`src/rtl/lol_pkg.sv`:
```
// Shared constants for the XOR loss-of-lock detector.
// Assumes threshold codes span 0..255 over 0..180 degrees.
package lol_pkg;
    localparam int KMIN = 4;
    localparam int THR_W = 8;
    // Code nearest 45 degrees: round(45 * 255 / 180)
    localparam logic [THR_W-1:0] THR_DEFAULT = THR_W'((45 * 255 + 90) / 180);
endpackage

```
`src/rtl/lol_sync.sv`:
```
// Multi-stage synchronizer for one asynchronous bit.
// Assumes the input changes far slower than clk_i; STAGES >= 2.
module lol_sync #(
    parameter int STAGES = 2
) (
    input  logic clk_i,
    input  logic rst_ni,
    input  logic d_i,
    output logic q_o
);
    logic [STAGES-1:0] chain_q;

    // Stage 0 samples the raw input.
    always_ff @(posedge clk_i) begin
        if (!rst_ni) chain_q[0] <= 1'b0;
        else         chain_q[0] <= d_i;
    end

    genvar s;
    generate
        for (s = 1; s < STAGES; s++) begin : g_stage
            // Each later stage re-samples the previous one.
            always_ff @(posedge clk_i) begin
                if (!rst_ni) chain_q[s] <= 1'b0;
                else         chain_q[s] <= chain_q[s-1];
            end
        end
    endgenerate

    assign q_o = chain_q[STAGES-1];
endmodule

```
`src/rtl/lol_filter.sv`:
```
// First-order leaky integrator: level += ((x ? FS : 0) - level) >>> k.
// Assumes k_i <= FS_W; the level stays within 0..FS = 2^FS_W.
module lol_filter #(
    parameter int FS_W = 28,
    parameter int KW   = 5
) (
    input  logic          clk_i,
    input  logic          rst_ni,
    input  logic          x_i,
    input  logic [KW-1:0] k_i,
    output logic [FS_W:0] level_o
);
    localparam int LW = FS_W + 1;
    localparam int DW = FS_W + 2;
    localparam logic [LW-1:0] FS_VAL = LW'(1) << FS_W;

    logic [LW-1:0]        level_q;
    logic signed [DW-1:0] target;
    logic signed [DW-1:0] diff;
    logic signed [DW-1:0] step;
    logic [LW-1:0]        level_d;

    // Distance to the target scaled down by the shift.
    always_comb begin
        target  = x_i ? $signed({1'b0, FS_VAL}) : '0;
        diff    = target - $signed({1'b0, level_q});
        step    = diff >>> k_i;
        level_d = level_q + step[LW-1:0];
    end

    // Integrator state update.
    always_ff @(posedge clk_i) begin
        if (!rst_ni) level_q <= '0;
        else         level_q <= level_d;
    end

    assign level_o = level_q;
endmodule

```
`src/rtl/lol_judge.sv`:
```
// Threshold register, post-reset hold counter and strict level compare.
// Assumes level_i <= 2^FS_W and k_i already clamped to KMIN..KMAX.
module lol_judge
    import lol_pkg::*;
#(
    parameter int FS_W = 28,
    parameter int KMAX = 20,
    parameter int KW   = 5
) (
    input  logic             clk_i,
    input  logic             rst_ni,
    input  logic [FS_W:0]    level_i,
    input  logic [KW-1:0]    k_i,
    input  logic [THR_W-1:0] thr_code_i,
    input  logic             thr_load_i,
    output logic [THR_W-1:0] thr_q_o,
    output logic             lock_ok_n_o
);
    localparam int CW = KMAX + 1;
    localparam int PW = FS_W + THR_W + 1;

    logic [THR_W-1:0] thr_q;
    logic [CW-1:0]    hold_cnt;
    logic [CW-1:0]    hold_lim;
    logic             holding;
    logic [PW-1:0]    level_scaled;
    logic [PW-1:0]    thr_scaled;
    logic             over;
    logic             flag_q;

    // Threshold capture; reset picks the 45-degree code.
    always_ff @(posedge clk_i) begin
        if (!rst_ni)         thr_q <= THR_DEFAULT;
        else if (thr_load_i) thr_q <= thr_code_i;
    end

    // Hold window length and state.
    always_comb begin
        hold_lim = CW'(1) << k_i;
        holding  = hold_cnt < hold_lim;
    end

    // Counts sample cycles since reset until the window closes.
    always_ff @(posedge clk_i) begin
        if (!rst_ni)      hold_cnt <= '0;
        else if (holding) hold_cnt <= hold_cnt + 1'b1;
    end

    // level*255 against code*FS avoids a divide by 255.
    always_comb begin
        level_scaled = {level_i, {THR_W{1'b0}}} - PW'(level_i);
        thr_scaled   = {1'b0, thr_q, {FS_W{1'b0}}};
        over         = level_scaled > thr_scaled;
    end

    // Registered active-low lock flag.
    always_ff @(posedge clk_i) begin
        if (!rst_ni) flag_q <= 1'b0;
        else         flag_q <= !(holding || over);
    end

    assign thr_q_o     = thr_q;
    assign lock_ok_n_o = flag_q;
endmodule

```
`src/rtl/xor_lol_detector.sv`:
```
// Top: synchronizes both divided clocks, XORs them, filters the XOR
// and reports lock against a degree threshold.
// Assumes both divided clocks are much slower than clk_i.
module xor_lol_detector
    import lol_pkg::*;
#(
    parameter int FS_W    = 28,
    parameter int KMAX    = 20,
    parameter int SHIFT_W = 5,
    parameter int SYNC_N  = 2
) (
    input  logic               clk_i,
    input  logic               rst_ni,
    input  logic               ref_div_i,
    input  logic               fb_div_i,
    input  logic [THR_W-1:0]   thr_code_i,
    input  logic               thr_load_i,
    input  logic [SHIFT_W-1:0] flt_shift_i,
    output logic               lock_ok_n_o
);
    localparam int KW = $clog2(KMAX + 1);

    logic             ref_s;
    logic             fb_s;
    logic             phase_diff;
    logic [KW-1:0]    k_eff;
    logic [FS_W:0]    level_w;
    logic [THR_W-1:0] thr_cur;

    lol_sync #(.STAGES(SYNC_N)) u_sync_ref (
        .clk_i (clk_i), .rst_ni(rst_ni), .d_i(ref_div_i), .q_o(ref_s)
    );
    lol_sync #(.STAGES(SYNC_N)) u_sync_fb (
        .clk_i (clk_i), .rst_ni(rst_ni), .d_i(fb_div_i), .q_o(fb_s)
    );

    // Phase comparison and shift clamp.
    always_comb begin
        phase_diff = ref_s ^ fb_s;
        if (int'(flt_shift_i) < KMIN)      k_eff = KW'(KMIN);
        else if (int'(flt_shift_i) > KMAX) k_eff = KW'(KMAX);
        else                               k_eff = KW'(flt_shift_i);
    end

    lol_filter #(.FS_W(FS_W), .KW(KW)) u_filter (
        .clk_i  (clk_i),
        .rst_ni (rst_ni),
        .x_i    (phase_diff),
        .k_i    (k_eff),
        .level_o(level_w)
    );

    lol_judge #(.FS_W(FS_W), .KMAX(KMAX), .KW(KW)) u_judge (
        .clk_i      (clk_i),
        .rst_ni     (rst_ni),
        .level_i    (level_w),
        .k_i        (k_eff),
        .thr_code_i (thr_code_i),
        .thr_load_i (thr_load_i),
        .thr_q_o    (thr_cur),
        .lock_ok_n_o(lock_ok_n_o)
    );
endmodule

```
`config.mk`:
```
export PLATFORM = sky130hd
export DESIGN_NAME = xor_lol_detector
export DESIGN_NICKNAME = d
export VERILOG_FILES = /design/src/rtl/lol_pkg.sv /design/src/rtl/lol_sync.sv /design/src/rtl/lol_filter.sv /design/src/rtl/lol_judge.sv /design/src/rtl/xor_lol_detector.sv
export SDC_FILE = /design/constraint.sdc
export NUM_CORES = 1
export LEC_CHECK = 0
export BUFFER_PORTS_ARGS = -buffer_cell sky130_fd_sc_hd__buf_2
export CAP_MARGIN = 10
export CORE_MARGIN = 10
export CORE_UTILIZATION = 40
export DETAILED_ROUTE_END_ITERATION = 7
export SETUP_SLACK_MARGIN = 0.3
export SLEW_MARGIN = 20
export SYNTH_ARGS = -nofsm -noshare
export SYNTH_HDL_FRONTEND = slang
export SYNTH_SLANG_ARGS = --single-unit
```
`constraint.sdc`:
```
create_clock -name clk_i -period 16 [get_ports clk_i]
set_clock_uncertainty 0.2 [all_clocks]
set_input_delay 2.4 -clock clk_i [delete_from_list [all_inputs] [get_ports clk_i]]
set_output_delay 2.4 -clock clk_i [all_outputs]
set_load 0.05 [all_outputs]
```
==> results of run 1 <==
## synthesized netlist by cell type (5+ instances only)
master / count / area share
a211oi_1: 14 / 0.013
a21o_1: 25 / 0.023
a21oi_1: 90 / 0.055
a221oi_1: 11 / 0.012
a22oi_1: 6 / 0.0055
a31oi_1: 19 / 0.014
a32oi_1: 5 / 0.0053
a41oi_1: 5 / 0.0053
and2_1: 10 / 0.0076
and3_1: 16 / 0.012
buf_1: 5 / 0.0023
buf_2: 7 / 0.0042
clkbuf_1: 44 / 0.020
dfxtp_1: 63 / 0.15
ha_1: 80 / 0.12
inv_1: 56 / 0.025
mux2_2: 12 / 0.016
mux2i_1: 32 / 0.039
nand2_1: 95 / 0.043
nand2b_1: 11 / 0.0083
nand3_1: 33 / 0.020
nand4_1: 31 / 0.024
nor2_1: 118 / 0.054
nor2b_1: 11 / 0.0083
nor3_1: 26 / 0.016
nor3b_1: 6 / 0.0055
nor4_1: 21 / 0.016
o2111ai_1: 5 / 0.0053
o211ai_1: 17 / 0.015
o21a_1: 15 / 0.014
o21ai_0: 67 / 0.041
o22ai_1: 5 / 0.0038
o311a_1: 5 / 0.0061
o311ai_0: 6 / 0.0064
o31ai_1: 14 / 0.013
or2_2: 7 / 0.0053
or3_1: 17 / 0.013
or4_1: 9 / 0.0082
xnor2_1: 29 / 0.031
xor2_1: 19 / 0.020
## metal layers
metal / routed length [µm] / vias to the layer above
met4: 833 / 0
met3: 1580 / 55
met5: 0 / -
met2: 11700 / 303
li1: - / 4278
met1: 12200 / 4075
## area by class of cell
cell class / count / area (µm²) / area share
multi-input combinational: 966 / 6550 / 0.744
sequential: 63 / 1260 / 0.143
tap: 270 / 338 / 0.0384
clock buffer: 9 / 225 / 0.0256
inverter: 59 / 221 / 0.0252
timing repair buffer: 22 / 120 / 0.0137
clock inverter: 7 / 81.3 / 0.00925
antenna: 1 / 2.50 / 0.000285
## worst max path at each step
| stage | start | cells past startpoint | end | slack [ns] |
|---|---|---|---|---|
| 3_3_place_gp | flt_shift_i[3] | 22 | u_filter.level_o[22] | 7.24 |
| 3_5_place_dp | flt_shift_i[3] | 21 | u_filter.level_o[28] | 7.03 |
| 4_1_cts | flt_shift_i[3] | 21 | u_filter.level_o[28] | 7.35 |
| 2_1_floorplan | flt_shift_i[2] | 21 | u_filter.level_o[28] | 8.83 |
| 5_1_grt | flt_shift_i[3] | 22 | u_filter.level_o[24] | 6.79 |
| 6_report | flt_shift_i[3] | 21 | u_filter.level_o[28] | 7.31 |
## power groups by stage
| stage | registers, mW | logic (mW) | clock network [mW] |
|---|---|---|---|
| after floorplan | 0.241 | 1.11 | 0 |
| after global placement | 0.296 | 1.39 | 0 |
| after detailed placement | 0.297 | 1.38 | 0 |
| after CTS | 0.294 | 1.39 | 0.215 |
| after global routing | 0.302 | 1.57 | 0.221 |
| final | 0.297 | 1.41 | 0.211 |
## cells by family (layout without fill, tap and decap cells)
family | after synthesis | after routing | synth area share
xor+xnor | 48 | 48 | 0.0510
mux | 46 | 46 | 0.0598
compound gates | 357 | 357 | 0.293
flops | 63 | 63 | 0.153
simple gates | 431 | 431 | 0.265
fa+ha+maj | 81 | 81 | 0.124
other cells | 1 | 4 | 0.000455
buf+inv | 116 | 97 | 0.0548
## stage by stage
| stage | power (mW) | util | worst slack (ns) | area [µm²] | hold WS (ns) |
|---|---|---|---|---|---|
| finish | 1.92 | 0.435 | 7.31 | 8790 | 0.233 |
| global placement | 1.69 | 0.419 | 7.24 | 8480 | 0.223 |
| floorplan | 1.35 | - | 8.83 | 8250 | 0.212 |
| CTS | 1.89 | 0.434 | 7.35 | 8790 | 0.238 |
| global route | 2.09 | 0.435 | 6.79 | 8790 | 0.244 |
| detailed placement | 1.68 | 0.419 | 7.03 | 8480 | 0.229 |
## state kept, by name, summed over array words and instances (netlist names)
signal,flops
u_sync_ref.chain_q,1
u_sync_fb.chain_q,1
u_judge.thr_q_o,8
u_filter.level_o,29
u_judge.lock_ok_n_o,1
u_sync_fb.q_o,1
u_sync_ref.q_o,1
u_judge.hold_cnt,21
## worst max-delay path: cells and delay by family
family                   cells  cell delay, ns
AND/OR/NAND/NOR              4            1.59
adder cells (fa/ha/maj)      2            0.41
AO/OA/AOI/OAI               12            3.71
buffers and inverters        2            0.33
multiplexers                 1            0.30
==> results.txt, run 1 <==
Status = finished clean
Post-CTS Hold Fix Bufs = 0
Reg2reg start = u_filter.level_o[1]
Max Cap Viol = 0
Clock share of power = 0.110
Element type at the critical path start = primary input
Data required, critical path = 16.07 ns
Most common cell after layout, fill and taps aside = nor2_1
CTS resizes = 0
Post-CTS setup buffer count = 0
Final antenna-violating net count = 0
Combinational share of power = 0.735
FP Rows = 52
Layout cells sized above 1 = 0.0710
Largest net degree at the start of global routing = 54
Chip width = 164 µm
Final slew viol count = 0
Worst setup path class = in -> reg
Most frequent cells in the layout = 118 x nor2_1, 95 x nand2_1, 90 x a21oi_1
Slowest cell on crit path = nand3_2
Asr flop ratio synth = 0
Layout Nets = 1220
GR Layer Usage met3 = 0.0320
Placed Cells = 1380
Max stage delay on crit path = 0.91 ns
PortBufs = 18
#FFs+latches synth = 63
Crit. End Element = flip-flop
Clk buf depth = 2
Max Clk Rate = 0.115 GHz
Placer Congestion = 0.959
Setup_tns = 0 ns
Syn Area/Cell = 7.21 µm²
Number of H-tree levels = 3
Iteration-0 DRC Markers = 946
GRT Total Usage = 0.192
Final wirelength = 26300 µm
Cell variety after synth = 81
Main synth FF type = dfxtp_1
Clock-pin transition on the worst setup and hold timing paths = 0.06 ns
Via count = 8711
Pwr dens = 218 mW/mm²
Internal Power = 0.875 mW
Fin crit period = 8.69 ns
Relative slew slack = 0.329
Wire per inst = 18.8 µm
Vias per std cell = 6.24
HPWL after DPL = 19900 µm
DRC viols = 0
Slew @ Worst Pin = 1.01 ns
Io pins = 19
VDD IR max = 0.0763 mV
R2R depth = 21
Vias in the first global route = 8013
Reg power frac = 0.155
Final Hold Fails = 0
Clock Tree Root = clkbuf_16
Die ar. = 0.0268 mm²
Synth-to-Final Area Change = 6.68%
Layout fillers = 2098
R2R setup slack = 9.34 ns
GR peak layer = met2
M1 GR Usage = 0.255
Yosys warns = 0
Worst Path Arrival = 8.76 ns
GRT overflow = 0
Final period util = 0.543
Worst skew pair latency = 0.36 ns
CTS Sinks = 63
EDFF count, synth = 0
Core Region = 0.0202 mm²
Reg2Reg Capture Point = u_filter.level_o[28]
CTS tree = done
Fin cells = 1397
Sw Pwr = 1.04 mW
Starting Density = 0.407
Max FO, Critical Path = 52
Met2 GRT Util = 0.302
Mapped Area = 0.00824 mm²
Switching Fraction = 0.543
Final setup viols = 0
CTS buffer count = 9
RSZ-0062 raised after global routing = false
Die Y = 164 µm
LEAKAGE = 3.47 nW
WHS Endpoint = u_sync_ref.q_o
Hold Path Class = reg -> reg
Min-delay src = u_sync_ref.chain_q[0]
Seq/Total Area, Yosys = 0.153
Hold Path Cell Cnt = 1
1st-pass router iterations = 6
Worst-path cell chain = buf_2, o21ai_1, nand3_2, and3_1, o21ai_0, o221ai_1, mux2i_1, nand2_1, a311oi_1, a21oi_1, ha_1, inv_1, fa_1, nor2b_1, o21a_1, o21ai_0, a211oi_1, o41ai_1, o211ai_1, a2111o_1, o211ai_1
Cells after Synth = 1143
First-pass GRT wire length = 42300 µm
Antenna violations before repair = 1
No activity file was read; power rests on OpenSTA's default activity.
==> inputs of run 2 (changes only) <==
- clock period: 16 -> 9 ns (I/O delays scaled with it)
==> results.txt, run 2 (same netlist as run 1, synthesis figures left out) <==
Status = finished clean (unchanged)
Largest register FFs = 29 (unchanged)
Starting Density = 0.407 (unchanged)
RSZ-0062 raised after global routing = false (unchanged)
Max Cap Viol = 0 (unchanged)
Final period util = 0.830
Layout Nets = 1221 (was 1220)
Synth-to-Final Area Change = 6.94% (was 6.68%)
Vias per std cell = 6.31 (was 6.24)
Max FO, Critical Path = 39 (was 52)
Post-CTS Hold Fix Bufs = 0 (unchanged)
Largest net degree at the start of global routing = 54 (unchanged)
Relative slew slack = 0.296 (was 0.329)
CTS tree = done (unchanged)
Io pins = 19 (unchanged)
Post-CTS setup buffer count = 0 (unchanged)
Placer Congestion = 0.962 (was 0.959)
Data required, critical path = 9.06 ns (was 16.07 ns)
Max Clk Rate = 0.134 GHz
Die Y = 164 µm (unchanged)
Layout fillers = 2098 (unchanged)
Tot Pwr = 3.43 mW (was 1.92 mW)
CTS resizes = 0 (unchanged)
GRT Total Usage = 0.192 (about the same)
Final slew viol count = 0 (unchanged)
CTS buffer count = 9 (unchanged)
VDD IR max = 0.115 mV (was 0.0763 mV)
Multi-input logic area = 0.00655 mm² (unchanged)
Worst setup path class = in -> reg (unchanged)
Fin cells = 1398 (was 1397)
1st-pass router iterations = 5 (was 6)
Most frequent cells in the layout = 118 x nor2_1, 95 x nand2_1, 90 x a21oi_1 (unchanged)
Clock Tree Root = clkbuf_16 (unchanged)
Chip width = 164 µm (unchanged)
Element type at the critical path start = primary input (unchanged)
First-pass GRT wire length = 42400 µm (was 42300 µm)
Placed Cells = 1381 (was 1380)
Core Region = 0.0202 mm² (unchanged)
Iteration-0 DRC Markers = 1025 (was 946)
HPWL after DPL = 20100 µm (was 19900 µm)
CTS Sinks = 63 (unchanged)
Final Hold Fails = 0 (unchanged)
Via count = 8817 (was 8711)
Pwr dens = 390 mW/mm² (was 218 mW/mm²)
Layout cells sized above 1 = 0.0719 (was 0.0710)
Die ar. = 0.0268 mm² (unchanged)
Final wirelength = 26300 µm (about the same)
Most common cell after layout, fill and taps aside = nor2_1 (unchanged)
Antenna violations before repair = 0 (was 1)
Clk buf depth = 2 (unchanged)
Worst Path Arrival = 7.53 ns (was 8.76 ns)
Hold Path Class = reg -> reg (unchanged)
Final setup viols = 0 (unchanged)
LEAKAGE = 3.49 nW (was 3.47 nW)
Crit. End Element = flip-flop (unchanged)
DRC viols = 0 (unchanged)
Setup_tns = 0 ns (unchanged)
Sequential Area = 0.00126 mm² (unchanged)
Worst skew pair latency = 0.35 ns (was 0.36 ns)
Number of H-tree levels = 3 (unchanged)
PortBufs = 18 (unchanged)
Fin crit period = 7.47 ns
Vias in the first global route = 8314 (was 8013)
Slew @ Worst Pin = 1.03 ns (was 1.01 ns)
Wire per inst = 18.8 µm (about the same)
Final antenna-violating net count = 0 (unchanged)
GRT overflow = 0 (unchanged)
Clock-pin transition on the worst setup and hold timing paths = 0.06 ns (about the same)
FP Rows = 52 (unchanged)
[run 2: stage by stage]
step | instance area (µm²) | hold slack (ns) | utilization | setup slack (ns)
after floorplan | 8250 | 0.212 | - | 2.88
after global placement | 8490 | 0.226 | 0.420 | 1.47
after detailed placement | 8490 | 0.229 | 0.420 | 1.21
after CTS | 8810 | 0.245 | 0.436 | 1.57
after global routing | 8810 | 0.253 | 0.436 | 1.06
final | 8820 | 0.239 | 0.436 | 1.53
[run 2: area by class of cell]
cell class,instances,area share
repair buffers,23,0.0145
multi-input cells,966,0.742
flip-flops and latches,63,0.143
clock buffers,9,0.0255
well taps,270,0.0383
clock inverters,7,0.0108
diodes,1,0.000284
inverters,59,0.0251
[run 2: worst max-delay path, stage by stage]
cell,delay (ns)
buf_2,0.46
o21ai_1,0.38
nand3_2,0.64
buf_4,0.33
nor3_1,0.06
a2111oi_0,0.45
o22a_1,0.24
mux2i_1,0.12
mux2i_1,0.27
a21oi_1,0.12
ha_1,0.23
inv_1,0.07
fa_1,0.18
nor2b_1,0.06
o21a_1,0.17
o21ai_0,0.34
a211oi_1,0.16
o41ai_1,0.86
o211ai_1,0.42
a2111o_1,0.50
o211ai_1,0.10
[run 2: final timing paths]
path	startpoint	end	slack [ns]	cells after the start
setup reg to reg	u_filter.level_o[1]	u_filter.level_o[28]	2.27	19
setup / recovery	flt_shift_i[4]	u_filter.level_o[28]	1.53	21
hold reg to reg	u_sync_fb.chain_q[0]	u_sync_fb.q_o	0.24	1
hold / removal	u_sync_fb.chain_q[0]	u_sync_fb.q_o	0.24	1
[run 2: report_power, final]
group / leakage, nW / switching (mW) / internal (mW)
Clock: 0.156 / 0.142 / 0.243
Combinational: 2.82 / 1.53 / 0.994
Sequential: 0.519 / 0.184 / 0.346
Total: 3.49 / 1.85 / 1.58
[run 2: routing by layer]
layer	wire (µm)	share of wire	track usage	up-vias
met1	11900	0.45	0.252	4156
li1	-	-	-	4289
met4	733	0.028	0.0747	0
met3	1540	0.059	0.0322	57
met2	12000	0.46	0.307	315
met5	0	0	0	-
==> inputs of run 3 (changes only) <==
- clock period: 9 -> 7.1 ns (I/O delays scaled with it)
==> results.txt, run 3 (same netlist as run 1, synthesis figures left out) <==
R2R depth = 23 (was 19)
Worst setup path class = reg -> reg (was in -> reg)
Multi-input logic area = 0.00655 mm² (about the same)
CTS Sinks = 63 (unchanged)
Fin cells = 1410 (was 1398)
Post-route cell area = 0.00896 mm² (was 0.00882 mm²)
Hold Path Class = reg -> reg (unchanged)
Layout Nets = 1234 (was 1221)
Die Y = 164 µm (unchanged)
FP Rows = 52 (unchanged)
Final antenna-violating net count = 0 (unchanged)
Min-delay src = u_sync_fb.chain_q[0] (unchanged)
First-pass GRT wire length = 43000 µm (was 42400 µm)
Reg2reg start = u_filter.level_o[1] (unchanged)
Core Region = 0.0202 mm² (unchanged)
Status = finished clean (unchanged)
Final slew viol count = 0 (unchanged)
Starting Density = 0.407 (unchanged)
Sequential Area = 0.00126 mm² (unchanged)
Clock-pin transition on the worst setup and hold timing paths = 0.06 ns (about the same)
GRT Total Usage = 0.195 (was 0.192)
Layout fillers = 2122 (was 2098)
Iteration-0 DRC Markers = 877 (was 1025)
1st-pass router iterations = 7 (was 5)
Max FO, Critical Path = 10 (was 39)
Worst Path Arrival = 6.30 ns (was 7.53 ns)
RSZ-0062 raised after global routing = false (unchanged)
Clk buf depth = 2 (unchanged)
Fin crit period = 6.30 ns
Crit. End Element = flip-flop (unchanged)
Worst Hold Margin = 0.237 ns (was 0.239 ns)
PortBufs = 18 (unchanged)
Post-CTS setup buffer count = 0 (unchanged)
Most frequent cells in the layout = 118 x nor2_1, 95 x nand2_1, 90 x a21oi_1 (unchanged)
Relative slew slack = 0.320 (was 0.296)
Antenna violations before repair = 1 (was 0)
Max Cap Viol = 0 (unchanged)
Worst skew pair latency = 0.35 ns (about the same)
Placer Congestion = 0.953 (was 0.962)
Max stage delay on crit path = 0.66 ns (was 0.86 ns)
Number of H-tree levels = 3 (unchanged)
Data required, critical path = 7.10 ns (was 9.06 ns)
Max Clk Rate = 0.159 GHz
Placed Cells = 1394 (was 1381)
Chip width = 164 µm (unchanged)
Via count = 8908 (was 8817)
Element type at the critical path start = flip-flop (was primary input)
Tot Pwr = 4.43 mW (was 3.43 mW)
Clock Tree Root = clkbuf_16 (unchanged)
Vias per std cell = 6.32 (was 6.31)
GRT overflow = 0 (unchanged)
Diodes inserted = 0 (was 1)
Final setup viols = 0 (unchanged)
CTS tree = done (unchanged)
Vias in the first global route = 8247 (was 8314)
Most common cell after layout, fill and taps aside = nor2_1 (unchanged)
HPWL after DPL = 20600 µm (was 20100 µm)
Final wirelength = 26600 µm (was 26300 µm)
Reg2Reg Capture Point = u_filter.level_o[22] (was u_filter.level_o[28])
Slowest cell on crit path = nor3_2 (was o41ai_1)
Worst-path cell chain = inv_1, ha_1, or3b_2, nor3_2, nand3_2, o311a_1, o22a_1, mux2i_1, mux2i_1, a21oi_1, ha_1, inv_1, fa_1, nor2b_1, o21a_1, o21ai_0, a211oi_1, o41ai_1, buf_4, o211ai_1, a31oi_1, xor2_1, nor2_1 (was buf_2, o21ai_1, nand3_2, buf_4, nor3_1, a2111oi_0, o22a_1, mux2i_1, mux2i_1, a21oi_1, ha_1, inv_1, fa_1, nor2b_1, o21a_1, o21ai_0, a211oi_1, o41ai_1, o211ai_1, a2111o_1, o211ai_1)
Largest register FFs = 29 (unchanged)
R2R setup slack = 0.80 ns (was 2.27 ns)
Die ar. = 0.0268 mm² (unchanged)
LEAKAGE = 3.58 nW (was 3.49 nW)
Post-DP Area = 0.00860 mm² (was 0.00849 mm²)
Slew @ Worst Pin = 1.02 ns (was 1.03 ns)
Synth-to-Final Area Change = 8.67% (was 6.94%)
Crit path capture = u_filter.level_o[22] (was u_filter.level_o[28])
Wire per inst = 18.9 µm (was 18.8 µm)
Final core utilization = 0.443 (was 0.436)
PnR worst setup slack = 0.802 ns (was 1.53 ns)
Pre-CTS setup slack = 0.489 ns (was 1.21 ns)
Setup_tns = 0 ns (unchanged)
CTS buffer count = 9 (unchanged)
Critical Path Source = u_filter.level_o[1] (was flt_shift_i[4])
VDD IR max = 0.151 mV (was 0.115 mV)
Pwr dens = 495 mW/mm² (was 390 mW/mm²)
Io pins = 19 (unchanged)
Final period util = 0.887
Final Hold Fails = 0 (unchanged)
Layout cells sized above 1 = 0.0825 (was 0.0719)
Largest net degree at the start of global routing = 54 (unchanged)
DRC viols = 0 (unchanged)
==> run 3: cell types whose count changed in the layout (fill, tap and decap cells not counted) <==
cell / previous run / this run
buf_12: 0 / 1
inv_6: 1 / 2
o21ai_2: 0 / 1
clkinv_2: 2 / 0
and3_2: 1 / 0
o21ai_1: 2 / 1
and3_1: 15 / 16
inv_8: 0 / 1
clkinvlp_4: 1 / 0
diode_2: 1 / 0
buf_4: 5 / 17
bufinv_16: 2 / 3
==> run 3: how the worst min path moves through the flow <==
stage	cells after the start	slack, ns	to
2_1_floorplan	1	0.21	u_sync_fb.q_o
3_3_place_gp	1	0.22	u_sync_fb.q_o
3_5_place_dp	1	0.22	u_sync_fb.q_o
4_1_cts	1	0.24	u_sync_fb.q_o
5_1_grt	1	0.25	u_sync_fb.q_o
6_report	1	0.24	u_sync_fb.q_o
==> run 3: layout make-up <==
class	count	share of cell area
clock buffer	9	0.0251
clock inverter	7	0.0142
inverter	59	0.0247
multi-input combinational	966	0.731
sequential	63	0.141
tap	270	0.0377
timing repair buffer	36	0.0265
==> run 3: what timing repair did <==
| item | CTS | global route |
|---|---|---|
| endpoints found under the setup margin | 0 | 3 |
| gates resized for setup | 0 | 1 |
| hold buffers | 0 | 0 |
==> run 3: critical path, delay by kind of cell (launching register included) <==
family | cells | cell delay (ns)
flops | 1 | 0.39
buf+inv | 3 | 0.35
compound gates | 9 | 2.18
xor+xnor | 1 | 0.16
simple gates | 5 | 1.67
fa+ha+maj | 3 | 0.83
mux | 2 | 0.37
==> run 3: metal layers <==
metal  vias up  track usage  wire, µm
met4         2       0.0678       756
met5         -            0         7
met2       324        0.321     12400
met3        62       0.0292      1480
li1       4312            -         -
met1      4208        0.254     12000
==> run 3: where the power goes <==
part | total [mW] | switching, mW | internal, mW
Sequential | 0.634 | 0.195 | 0.439
Clock | 0.545 | 0.196 | 0.349
Combinational | 3.25 | 1.96 | 1.29
Total | 4.43 | 2.35 | 2.08
